===== src/rtl/ssb_pkg.sv =====
package ssb_pkg;
  typedef enum logic [1:0] {LK_IDLE, LK_WAIT, LK_RESP} lk_state_t;
endpackage


===== src/rtl/ssb_store.sv =====
// Entry storage, request issue and response capture for one sequential stream.
module ssb_store #(
  parameter int ADDR_W = 16,
  parameter int DATA_W = 32,
  parameter int DEPTH  = 4,
  parameter int GEN_W  = 2
) (
  input  logic              clk,
  input  logic              rst,
  input  logic              flush,
  input  logic [ADDR_W-1:0] flush_addr,
  input  logic              pop,
  output logic              active,
  output logic [ADDR_W-1:0] head_addr,
  output logic              head_ready,
  output logic [DATA_W-1:0] head_data,
  output logic              mreq_valid,
  input  logic              mreq_ready,
  output logic [ADDR_W-1:0] mreq_addr,
  output logic [GEN_W-1:0]  mreq_tag,
  input  logic              mrsp_valid,
  input  logic [GEN_W-1:0]  mrsp_tag,
  input  logic [DATA_W-1:0] mrsp_data
);
  localparam int PTR_W = (DEPTH > 1) ? $clog2(DEPTH) : 1;
  localparam int CNT_W = $clog2(DEPTH + 1);

  logic [GEN_W-1:0]  gen;
  logic [PTR_W-1:0]  head_ptr;
  logic [CNT_W-1:0]  n_iss;   // entries requested (includes received)
  logic [CNT_W-1:0]  n_rcv;   // entries with data, contiguous from the front
  logic              req_v;
  logic [ADDR_W-1:0] req_addr;
  logic [GEN_W-1:0]  req_tag;
  logic [DATA_W-1:0] ent_data [DEPTH];

  logic             fire_req, can_load, fire_rsp;
  logic [PTR_W-1:0] wr_idx;

  assign fire_req = req_v & mreq_ready;
  assign can_load = active & ~flush & (n_iss < CNT_W'(DEPTH)) & (~req_v | fire_req);
  assign fire_rsp = mrsp_valid & active & ~flush & (mrsp_tag == gen) & (n_rcv < n_iss);
  assign wr_idx   = head_ptr + PTR_W'(n_rcv);

  assign mreq_valid = req_v;
  assign mreq_addr  = req_addr;
  assign mreq_tag   = req_tag;
  assign head_ready = (n_rcv != '0);
  assign head_data  = ent_data[head_ptr];

  always_ff @(posedge clk) begin
    if (rst) begin
      active    <= 1'b0;
      gen       <= '0;
      head_ptr  <= '0;
      head_addr <= '0;
      n_iss     <= '0;
      n_rcv     <= '0;
      req_v     <= 1'b0;
      req_addr  <= '0;
      req_tag   <= '0;
    end else begin
      if (fire_req) req_v <= 1'b0;
      if (can_load) begin
        req_v    <= 1'b1;
        req_addr <= head_addr + ADDR_W'(n_iss);
        req_tag  <= gen;
      end
      if (flush) begin
        active    <= 1'b1;
        gen       <= gen + GEN_W'(1);
        head_ptr  <= '0;
        head_addr <= flush_addr + ADDR_W'(1);
        n_iss     <= '0;
        n_rcv     <= '0;
      end else begin
        n_iss <= n_iss + CNT_W'(can_load) - CNT_W'(pop);
        n_rcv <= n_rcv + CNT_W'(fire_rsp) - CNT_W'(pop);
        if (pop) begin
          head_ptr  <= head_ptr + PTR_W'(1);
          head_addr <= head_addr + ADDR_W'(1);
        end
      end
    end
  end

  for (genvar i = 0; i < DEPTH; i++) begin : g_ent
    always_ff @(posedge clk) begin
      if (fire_rsp && wr_idx == PTR_W'(i)) ent_data[i] <= mrsp_data;
    end
  end

  // checker state: last request of the live stream
  logic              chk_v;
  logic [ADDR_W-1:0] chk_addr;
  always_ff @(posedge clk) begin
    if (rst || flush) begin
      chk_v    <= 1'b0;
      chk_addr <= '0;
    end else if (fire_req && req_tag == gen) begin
      chk_v    <= 1'b1;
      chk_addr <= req_addr;
    end
  end

  AST_REQ_HOLD: assert property (@(posedge clk) disable iff (rst)
    (req_v && !mreq_ready) |=> (req_v && $stable(req_addr) && $stable(req_tag)));
  AST_CNT_BOUND: assert property (@(posedge clk) disable iff (rst)
    (n_rcv <= n_iss) && (n_iss <= CNT_W'(DEPTH)));
  AST_POP_HAS_DATA: assert property (@(posedge clk) disable iff (rst)
    pop |-> (n_rcv != '0));
  AST_SEQ_STEP: assert property (@(posedge clk) disable iff (rst)
    (fire_req && chk_v && req_tag == gen && !flush) |-> (req_addr == chk_addr + ADDR_W'(1)));
endmodule


===== src/rtl/ssb_lookup.sv =====
// Lookup sequencing: front compare, stall on pending front, result channel.
module ssb_lookup #(
  parameter int ADDR_W = 16,
  parameter int DATA_W = 32
) (
  input  logic              clk,
  input  logic              rst,
  input  logic              miss_valid,
  output logic              miss_ready,
  input  logic [ADDR_W-1:0] miss_addr,
  output logic              res_valid,
  input  logic              res_ready,
  output logic              res_hit,
  output logic [DATA_W-1:0] res_data,
  input  logic              active,
  input  logic [ADDR_W-1:0] head_addr,
  input  logic              head_ready,
  input  logic [DATA_W-1:0] head_data,
  output logic              pop,
  output logic              flush,
  output logic [ADDR_W-1:0] flush_addr
);
  import ssb_pkg::*;

  lk_state_t state;
  logic acc, match;

  assign miss_ready = (state == LK_IDLE);
  assign res_valid  = (state == LK_RESP);
  assign acc        = miss_valid & miss_ready;
  assign match      = active & (miss_addr == head_addr);
  assign pop        = (acc & match & head_ready) | ((state == LK_WAIT) & head_ready);
  assign flush      = acc & ~match;
  assign flush_addr = miss_addr;

  always_ff @(posedge clk) begin
    if (rst) begin
      state    <= LK_IDLE;
      res_hit  <= 1'b0;
      res_data <= '0;
    end else begin
      unique case (state)
        LK_IDLE: if (acc) begin
          if (!match) begin
            res_hit  <= 1'b0;
            res_data <= '0;
            state    <= LK_RESP;
          end else if (head_ready) begin
            res_hit  <= 1'b1;
            res_data <= head_data;
            state    <= LK_RESP;
          end else begin
            state <= LK_WAIT;
          end
        end
        LK_WAIT: if (head_ready) begin
          res_hit  <= 1'b1;
          res_data <= head_data;
          state    <= LK_RESP;
        end
        LK_RESP: if (res_ready) state <= LK_IDLE;
        default: state <= LK_IDLE;
      endcase
    end
  end

  AST_RES_HOLD: assert property (@(posedge clk) disable iff (rst)
    (res_valid && !res_ready) |=> (res_valid && $stable(res_hit) && $stable(res_data)));
endmodule


===== src/rtl/seq_stream_buf.sv =====
module seq_stream_buf #(
  parameter int ADDR_W = 16,
  parameter int DATA_W = 32,
  parameter int DEPTH  = 4,
  parameter int GEN_W  = 2
) (
  input  logic              clk,
  input  logic              rst,
  input  logic              miss_valid,
  output logic              miss_ready,
  input  logic [ADDR_W-1:0] miss_addr,
  output logic              res_valid,
  input  logic              res_ready,
  output logic              res_hit,
  output logic [DATA_W-1:0] res_data,
  output logic              mreq_valid,
  input  logic              mreq_ready,
  output logic [ADDR_W-1:0] mreq_addr,
  output logic [GEN_W-1:0]  mreq_tag,
  input  logic              mrsp_valid,
  input  logic [GEN_W-1:0]  mrsp_tag,
  input  logic [DATA_W-1:0] mrsp_data
);
  logic              active, head_ready, pop, flush;
  logic [ADDR_W-1:0] head_addr, flush_addr;
  logic [DATA_W-1:0] head_data;

  ssb_lookup #(.ADDR_W(ADDR_W), .DATA_W(DATA_W)) u_lookup (
    .clk(clk), .rst(rst),
    .miss_valid(miss_valid), .miss_ready(miss_ready), .miss_addr(miss_addr),
    .res_valid(res_valid), .res_ready(res_ready), .res_hit(res_hit), .res_data(res_data),
    .active(active), .head_addr(head_addr), .head_ready(head_ready), .head_data(head_data),
    .pop(pop), .flush(flush), .flush_addr(flush_addr)
  );

  ssb_store #(.ADDR_W(ADDR_W), .DATA_W(DATA_W), .DEPTH(DEPTH), .GEN_W(GEN_W)) u_store (
    .clk(clk), .rst(rst),
    .flush(flush), .flush_addr(flush_addr), .pop(pop),
    .active(active), .head_addr(head_addr), .head_ready(head_ready), .head_data(head_data),
    .mreq_valid(mreq_valid), .mreq_ready(mreq_ready), .mreq_addr(mreq_addr), .mreq_tag(mreq_tag),
    .mrsp_valid(mrsp_valid), .mrsp_tag(mrsp_tag), .mrsp_data(mrsp_data)
  );
endmodule


===== config.mk =====
export PLATFORM = sky130hd
export DESIGN_NAME = seq_stream_buf
export DESIGN_NICKNAME = d
export VERILOG_FILES = /design/src/rtl/ssb_pkg.sv /design/src/rtl/ssb_store.sv /design/src/rtl/ssb_lookup.sv /design/src/rtl/seq_stream_buf.sv
export SDC_FILE = /design/constraint.sdc
export NUM_CORES = 1
export LEC_CHECK = 0
export BUFFER_PORTS_ARGS = -buffer_cell sky130_fd_sc_hd__buf_2
export CORE_MARGIN = 5
export CORE_UTILIZATION = 60
export DETAILED_ROUTE_END_ITERATION = 16
export GPL_ROUTABILITY_DRIVEN = 0
export PLACE_DENSITY = 0.79
export SYNTH_ARGS = -nofsm -noshare
export SYNTH_HDL_FRONTEND = slang
export SYNTH_HIERARCHICAL = 1
export SYNTH_SLANG_ARGS = --single-unit
export TNS_END_PERCENT = 50

===== constraint.sdc =====
create_clock -name clk -period 10.63 [get_ports clk]
set_input_delay 0 -clock clk [delete_from_list [all_inputs] [get_ports clk]]
set_output_delay 0 -clock clk [all_outputs]
set_load 0.02 [all_outputs]

**Word-level counts from Yosys, hierarchy flattened**

Memory sizes are Yosys's and may differ from the RTL's. A register that Yosys moved wholly into a read port is not among the register bits.
Cells that the tools add are included.

- $add $sub $neg: 10
- $mul: 0
- Div/mod/pow operators: 0
- Order comparisons: 2
- Equality and inequality tests: 10
- Shifts and indexed selects: 0
- Multiplexer cells: 37
- Bitwise gates (word level): 19
- Reductions and logical operators: 16

Operators by type and width:

| operator | count |
|---|---|
| 2-to-1 mux 32 bit | 6 |
| OR reduction 32 bit | 3 |
| case mux 32 bit (2 select lines) | 1 |
| adder 16 x 1 -> 16 bit (second input constant) | 2 |
| 2-to-1 mux 16 bit | 2 |
| 2-to-1 mux 2 bit | 10 |
| adder 16 x 3 -> 16 bit | 1 |
| equality test 16 bit | 1 |
| 2-to-1 mux 1 bit | 16 |
| AND 1 bit | 14 |
| adder 3 x 1 -> 3 bit | 2 |
| equality test 2 bit (second input constant) | 3 |
| case mux 2 bit (3 select lines) | 1 |
| nonzero test 2 bit | 3 |
| subtractor 3 x 1 -> 3 bit | 2 |
| adder 2 x 1 -> 2 bit (second input constant) | 2 |
| equality test 2 x 1 -> 1 bit (second input constant) | 2 |
| logical AND 1 bit | 4 |
| logical NOT 2 bit | 2 |
| != test 2 x 1 -> 1 bit (second input constant) | 2 |
| less-than comparator 3 bit | 1 |
| less-than comparator 3 bit (second input constant) | 1 |
| NOT 1 bit | 3 |
| AND reduction 3 bit | 1 |
| other kinds (8) | 9 |

- Flip-flop bits (word level): 81
- Bits in latches: 0
- Bits in writable memories: 128
- Bits in read-only memories: 0
- Bits of input ports: 56
- Logic and storage cells: 107
- Memories: 1

Memories:

| name | words | width | read ports | clocked after Yosys merged registers in | write ports | line | RTL |
|---|---|---|---|---|---|---|---|
| u_store.ent_data | 4 | 32 | 1 | 1 | 1 | ssb_store.sv:35 | `logic [DATA_W-1:0] ent_data [DEPTH];` |

**Logic depth before layout (Yosys ltp)**

Gate-level depths: netlist of run 1.

- Word-level depth: 15
- Mapped depth: 17
- Gate-level depth less buffers: 15

**By module**

Netlist of run 1, hierarchy kept.

Modules (own cells, without submodules):

| module | instances | cells an instance | area each (um2) |
|---|---|---|---|
| ssb_store | 1 | 498 | 7468.4 |
| ssb_lookup | 1 | 182 | 1813.0 |

**Worst setup path before layout of run 1**

Ideal clock, no wire load.

- Kind: register to register
- Start: register u_store.head_addr[1]
- End: memory u_store.ent_data[0][0], enable pin
- Library setup time: 468 ps
- Arrival: 4681 ps
- Data required time: 10162 ps
- Setup slack: 5481 ps
- Cell stages (with the launch flop): 11
- Period minus slack after synthesis: 5149 ps
- Path through: dfxtp_1 > inv_1 > a221o_1 > nor4_4 > a21oi_1 > buf_6 > buf_6 > buf_4 > nor4bb_1 > o2111ai_1 > nor3b_1

- Word-level cells in the longest chain between the ends: 15
- Elaborated cells between the ends (all ways): 29

RTL lines:

| what | line | RTL |
|---|---|---|
| start, declared | ssb_store.sv:14 | `output logic [ADDR_W-1:0] head_addr,` |
| start signal, assigned | ssb_store.sv:73 | `head_addr <= flush_addr + ADDR_W'(1);` |
| start signal, assigned | ssb_store.sv:81 | `head_addr <= head_addr + ADDR_W'(1);` |
| equality test 16 bit * | ssb_lookup.sv:31 | `assign match = active & (miss_addr == head_addr);` |
| AND 1 bit * | ssb_lookup.sv:31 |  |
| NOT 1 bit * | ssb_lookup.sv:33 | `assign flush = acc & ~match;` |
| AND 1 bit * | ssb_lookup.sv:33 |  |
| via flush | seq_stream_buf.sv:24 | `logic active, head_ready, pop, flush;` |
| NOT 1 bit * | ssb_store.sv:42 | `assign fire_rsp = mrsp_valid & active & ~flush & (mrsp_tag == gen) & (n_rcv < n_iss);` |
| AND 1 bit * (3 in a row) | ssb_store.sv:42 |  |
| logical AND 1 bit | ssb_store.sv:89 | `if (fire_rsp && wr_idx == PTR_W'(i)) ent_data[i] <= mrsp_data;` |
| 2-to-1 mux 1 bit | ssb_store.sv:89 |  |
| 2-to-1 mux 1 bit (implied by the code) | ssb_store.sv:89 |  |
| OR reduction 32 bit (no line) | - |  |
| 2-to-1 mux 2 bit (no line) or 2-to-1 mux 1 bit (tied branches) (3 in a row) | - |  |
| end, declared | ssb_store.sv:35 |  |

The timed path passes the listed nets; every way through them passes the cells marked *.

**Final worst setup path of run 1**

- Start: register u_store.head_addr[3]
- End: register u_store.n_iss[2]

- Word-level cells in the longest chain between the ends: 10
- Elaborated cells between the ends (all ways): 14

RTL lines:

| what | line | RTL |
|---|---|---|
| equality test 16 bit * | ssb_lookup.sv:31 |  |
| AND 1 bit * | ssb_lookup.sv:31 |  |
| NOT 1 bit * | ssb_lookup.sv:33 |  |
| AND 1 bit * | ssb_lookup.sv:33 |  |
| via flush | seq_stream_buf.sv:24 |  |
| NOT 1 bit | ssb_store.sv:41 | `assign can_load = active & ~flush & (n_iss < CNT_W'(DEPTH)) & (~req_v \| fire_req);` |
| AND 1 bit (3 in a row) | ssb_store.sv:41 |  |
| adder 3 x 1 -> 3 bit | ssb_store.sv:77 | `n_iss <= n_iss + CNT_W'(can_load) - CNT_W'(pop);` |
| subtractor 3 x 1 -> 3 bit | ssb_store.sv:77 |  |
| end signal, assigned | ssb_store.sv:77 |  |
| end, declared | ssb_store.sv:30 | `logic [CNT_W-1:0] n_iss;` |

Marks and branches as above.
A chain may end at the register's enable or synchronous reset.

==> reports/results.ini, run 1 <==
[run_status]
status = finished, final reports clean

[logic_synthesis]
synth_edf_count = 128
syn_area_um2 = 9280
ys.flop_type = edfxtp_1
yosysSeqAreaShare = 0.593
ys_warn_count = 6
synthCells = 680
ys_async_sr_fraction = 0
syn_area_per_cell_um2 = 13.6
yosysUniqueCellTypes = 61
ys_ff_latch = 211
syn-num-nets = 750

[detailed_routing]
detail-route-antenna-nets = 0
vias = 6113
drc_errors = 0
wl_um = 21000
via_per_inst = 6.01
routedWlPerCell_um = 20.6
dr.pass1.iters = 5
first_iter_violations = 482

[min_path]
worstHoldEndpoint = u_store/head_addr[13]
hp-start = miss_addr[13]
hold_path.class = in -> reg
hold_depth = 4

[sta]
period_share = 0.449
setup_tns_ps = 0
timing.fmax_mhz = 210
skew_ps = 15.2
drv_slew = 0
fin_crit_ps = 4770
final_hold_viol_count = 0
setup_viol = 0
worst_pin_slew_ps = 1440
rsz0062_at_grt = no
max_slew_margin = 0.0411

[floorplan]
fp.dieArea_um2 = 18100
coreArea_um2 = 15200
rows = 45
initial_core_util = 0.611
die_w_um = 134
io_pins = 110
die_h_um = 134

[clock_network]
cts_setup_buffers = 0
insertion_delay_ps = 500
cts.sinks = 211
clockRootBuffer = clkbuf_16
cts_resized = 0
tritoncts = yes
ctsHtreeMaxLevel = 1
cts.clk_slew.worst_paths_ps = 70
cts_buffers = 22
cts_buffer_depth = 3

[critical_path]
crit_start = u_store/head_addr[3]
start_kind = flop
crit_arrival_ps = 5140
crit_type = reg -> reg
reg2regPathDepth = 16
cp_max_fo = 45
ff2ff_setup_slack_ps = 5860
rr_endpoint = u_store/n_iss[2]
endpoint_kind = flop
worst_ep_required_time_ps = 11000
rr_startpoint = u_store/head_addr[3]

[placement]
place_hpwl_um = 13000
port-buffer-count = 109
post_dp_cell_area_um2 = 9790
dpl.cell_count = 930

[global_route]
grt_use_total = 0.235
grt_start_max_net_pins = 70
grt_pass1_vias = 6462
grt_pass1_wl_um = 33700
overflow = 0
antenna_found_initial = 0

[cells_and_area]
syn2layout_area_growth_pct = 18.1
design_area_um2 = 11000
nFillCells = 984
final_cells = 1017
drive_above_1_share = 0.263
diodes = 0
final_nets = 883
fin_util = 0.721

[pwr]
powerDensity_nw_per_um2 = 160
vdd_drop_max_uv = 240
p_leak_nw = 4.00
power_mw = 1.75

[run]
cap_violations = 0

==> per-layer routing <==
| metal | up-vias | part of all wire | routed length [um] | global-route usage |
|---|---|---|---|---|
| met5 | - | 0 | 0 | 0 |
| met2 | 248 | 0.52 | 11000 | 0.419 |
| met3 | 41 | 0.067 | 1400 | 0.0424 |
| met1 | 3020 | 0.39 | 8160 | 0.293 |
| li1 | 2804 | - | - | - |
| met4 | 0 | 0.020 | 427 | 0.0690 |
==> power breakdown <==
group / switching [mW] / leakage, nW / internal (mW) / total, mW
sequential: 0.0150 / 1.83 / 0.877 / 0.892
combinational: 0.0690 / 1.82 / 0.0526 / 0.122
clock: 0.305 / 0.357 / 0.435 / 0.739
total: 0.389 / 4.00 / 1.36 / 1.75
==> synth_stat cells (all sizes together) (19+ instances only) <==
cell type / instances / area, um^2
xnor2: 34 / 298
mux4: 32 / 721
o2bb2ai: 32 / 299
buf: 38 / 283
nor2: 38 / 145
nand3: 19 / 105
nand2b: 36 / 225
nand2: 36 / 143
xor2: 22 / 193
dfxtp: 83 / 1660
a21oi: 22 / 110
edfxtp: 128 / 3840
==> per-stage QoR <==
stage | hold WS, ps | worst slack (ps)
after floorplan | 98.9 | 5480
after global placement | 208 | 6180
after detailed placement | 216 | 5910
after CTS | 5.91 | 5730
after global routing | 67.6 | 5460
final | 36.9 | 5860
==> kinds of logic after synthesis <==
logic type      Yosys count  share of synthesized area
buf+inv                  70                     0.0434
compound gates          107                     0.0910
flops                   211                      0.593
mux                      41                     0.0880
simple gates            181                      0.110
fa+ha+maj                14                     0.0213
xor+xnor                 56                     0.0528
==> how the worst max path moves through the flow <==
stage                                         to  slack (ps)  depth (start not counted)
after floorplan           u_store/ent_data[0][0]        5480                         10
after global placement          u_store/n_iss[2]        6180                         16
after detailed placement        u_store/n_iss[2]        5910                         16
after CTS                  u_store/head_addr[10]        5730                         13
after global routing            u_store/n_iss[2]        5460                         16
final                           u_store/n_iss[2]        5860                         16
==> worst max-delay path, cell delays in order (launching register included) <==
cell and delay (ps):
dfxtp_1 570, nand2b_1 160, o2111ai_1 180, nor4_4 510, a21oi_2 100, buf_4 300, inv_1 260, nand3_1 170
nor2b_2 870, inv_1 310, ha_1 360, inv_1 60, ha_1 120, inv_1 50, fa_1 380, xnor2_1 170
nor2_1 50
==> registers in the layout (all words and copies together), names as in the netlist, named ones only <==
register	cells
u_lookup/res_data	32
u_store/mreq_valid	1
u_store/n_rcv	3
u_store/head_addr	16
u_store/active	1
u_lookup/res_hit	1
u_store/n_iss	3
u_store/head_ptr	2
u_lookup/state	2
u_store/mreq_addr	16
u_store/ent_data	128
u_store/mreq_tag	2
u_store/gen	2
==> layout by cell type, fill, tap and decap left out, types with 3 or more instances in the layout <==
master and n:
a31o_2 3, edfxtp_1 128, a21oi_1 21, nor4_1 3
fa_1 3, a21o_1 3, clkbuf_16 23, a211oi_2 4
mux2i_1 4, xnor2_1 34, buf_2 109, a211oi_1 14
buf_4 6, mux2_2 5, nor2b_1 4, o2bb2ai_2 3
a22oi_1 3, o22ai_1 5, nand3b_1 4, clkbuf_1 4
nand4_1 13, clkinv_2 8, nor2_1 37, o21ai_0 7
and3_1 3, o2bb2ai_1 29, dlygate4sd3_1 46, xor2_1 22
nand2_1 35, dfxtp_1 81, nand3_1 17, inv_1 16
nor3_1 5, ha_1 11, mux4_2 32, nand2b_1 36
==> timing repair <==
action | CTS | global route
hold buffers | 46 | 0
hold endpoints to repair | 142 | 0
endpoints found under the setup margin | 0 | 0
==> final cells by class <==
type | instances | area, um^2 | share of cell area
Multi-Input combinational cell | 399 | 3400 | 0.310
Timing Repair Buffer | 162 | 1060 | 0.0965
Clock inverter | 11 | 85.1 | 0.00776
Tap cell | 188 | 235 | 0.0215
Clock buffer | 29 | 618 | 0.0564
Sequential cell | 211 | 5510 | 0.502
Inverter | 17 | 63.8 | 0.00582
Power figures use the tool's default switching activity.
==> inputs of run 2 (changes only) <==
--- a/config.mk
+++ b/config.mk
@@ -7,10 +7,10 @@
 export LEC_CHECK = 0
 export BUFFER_PORTS_ARGS = -buffer_cell sky130_fd_sc_hd__buf_2
 export CORE_MARGIN = 5
-export CORE_UTILIZATION = 60
+export CORE_UTILIZATION = 53
 export DETAILED_ROUTE_END_ITERATION = 16
 export GPL_ROUTABILITY_DRIVEN = 0
-export PLACE_DENSITY = 0.79
+export PLACE_DENSITY = 0.73
 export SYNTH_ARGS = -nofsm -noshare
 export SYNTH_HDL_FRONTEND = slang
 export SYNTH_HIERARCHICAL = 1
==> constraint.sdc (replaced) <==
create_clock -name clk -period 4.3 [get_ports clk]
set_input_delay 0 -clock clk [delete_from_list [all_inputs] [get_ports clk]]
set_output_delay 0 -clock clk [all_outputs]
set_load 0.02 [all_outputs]
==> run 2 against run 1 <==
  * Non-clock buffer count up 12
  * Power rose to 2.5 times the previous value
  * Critical path type unchanged
  * Critical endpoint is now u_store/head_addr[10]
  * Setup slack worse by 5600 ps
  * Via count is 2.2% lower
  * Largest cell class unchanged
  * Sequential cell count did not move
  * Routed wire length decreased by 2.7%
  * First-iteration DRC count decreased by 4.4%
  * Utilization fell by 7.4 points
  * Hold slack got worse by 9.3 ps
  * Register-to-register slack worse by 5600 ps
==> reports/results.ini, run 2 (synthesized netlist as in run 1, its figures left out) <==
[run_status]
status = finished, final reports clean

[critical_path]
crit_arrival_ps = 4500
path_common_cell = buf_4
crit_start = u_store/head_addr[8]
worst_ep_required_time_ps = 4720
slowest_delay_ps = 550
ff2ff_setup_slack_ps = 220
rr_startpoint = u_store/head_addr[8]
crit_chain = inv_1 > a221o_1 > nor4_4 > a21oi_2 > buf_4 > mux2_2 > ha_1 > nand4b_1 > a222oi_1 > buf_4 > nand3_1 > xor2_1 > dlygate4sd3_1 > o22ai_1
endpoint_kind = flop
critical_path.slowest_cell = dlygate4sd3_1
start_kind = flop
crit_type = reg -> reg
cp_max_fo = 44

[detailed_routing]
via_per_inst = 5.61
vias = 5979
drc_errors = 0
dr.pass1.iters = 7
first_iter_violations = 461
routedWlPerCell_um = 19.2
wl_um = 20400
detail-route-antenna-nets = 0

[sta]
period_share = 0.948
drv_slew = 0
timing.fmax_mhz = 245
whs_ps = 27.6
worst_pin_slew_ps = 1000
final_hold_viol_count = 0
max_slew_margin = 0.331
setup_viol = 0
skew_ps = 14.6
fin_crit_ps = 4080

[cells_and_area]
diodes = 0
design_area_um2 = 11200
multi_input_area_um2 = 3400
syn2layout_area_growth_pct = 20.2
largest_reg_flops = 128
seq_area_um2 = 5510
nFillCells = 1237
final_cells = 1066
final_cell_mix = edfxtp_1 (128), buf_2 (109), dfxtp_1 (81)
top_regs = u_store/ent_data (128), u_lookup/res_data (32)
final_common_cell = edfxtp_1
drive_above_1_share = 0.268
regMostFlops = u_store/ent_data
final_nets = 895

[pwr]
powerDensity_nw_per_um2 = 399
vdd_drop_max_uv = 382
p_leak_nw = 4.07

[global_route]
antenna_found_initial = 0
grt_use_total = 0.199
overflow = 0
grt_pass1_vias = 6215
grt_start_max_net_pins = 69
grt_pass1_wl_um = 32200

[clock_network]
cts_buffers = 22
ctsHtreeMaxLevel = 1
insertion_delay_ps = 500
clockRootBuffer = clkbuf_16
cts_buffer_depth = 3
cts_resized = 0
cts.clk_slew.worst_paths_ps = 60
cts.sinks = 211
tritoncts = yes

[floorplan]
rows = 48
die_w_um = 142
io_pins = 110
die_h_um = 142
coreArea_um2 = 17200
fp.dieArea_um2 = 20300
initial_core_util = 0.538

[min_path]
hp-start = miss_addr[0]
hold_path.class = in -> reg

[placement]
place_hpwl_um = 12600
dpl.cell_count = 976
port-buffer-count = 109
post_dp_cell_area_um2 = 9910

[run]
cap_violations = 0

==> run 2: cell count changes in the layout (fill, tap and decap cells not counted), moves of 3 or more <==
cell / previous run / this run
clkinv_2: 8 / 2
buf_4: 6 / 18
clkinv_1: 1 / 6
bufinv_16: 1 / 4
==> run 2: cell type report <==
cell class              instances  area share
well taps                     225      0.0252
clock inverters                14      0.0163
clock buffers                  26      0.0516
inverters                      17     0.00572
multi-input cells             399       0.304
repair buffers                174       0.103
flip-flops and latches        211       0.494
==> run 2: stage by stage <==
stage                util  power (mW)  setup slack (ps)  TNS (ps)
floorplan               -        2.43              -849    -76650
finish              0.647        4.46               224         0
CTS                 0.646        4.50               164         0
detailed placement  0.575        2.51               663         0
global placement    0.575        2.50               734         0
global route        0.647        4.62             -13.5     -13.5
==> run 2: path summary, 6_finish.rpt <==
kind | endpoint | cells past startpoint
setup reg to reg | u_store/head_addr[10] | 14
hold / removal | u_store/head_addr[0] | 5
hold reg to reg | u_store/mreq_addr[0] | 2
setup / recovery | u_store/head_addr[10] | 14
==> run 2: critical path: cells and delay by family (launching register included) <==
kind	cells	cell delay, ps
compound gates	4	950
xor+xnor	1	140
fa+ha+maj	1	270
buf+inv	4	1190
flops	1	510
mux	1	290
simple gates	3	640
==> run 2: repair_timing <==
action                                  4_1_cts  5_1_grt
hold buffers                                 47        0
endpoints found under the setup margin        0        1
setup buffers                                 0        3
hold endpoints to repair                    143        0
==> run 2: report_power, final <==
part	internal, mW	switching, mW	total (mW)
Clock	1.20	0.753	1.95
Sequential	2.17	0.0370	2.21
Combinational	0.131	0.167	0.298
Total	3.50	0.957	4.46
==> run 2: routing by layer <==
metal / GRT usage / up-vias / part of all wire
met5: 0 / - / 0
met4: 0.0475 / 0 / 0.017
met3: 0.0319 / 33 / 0.057
met2: 0.350 / 190 / 0.50
met1: 0.262 / 2928 / 0.42
li1: - / 2828 / -
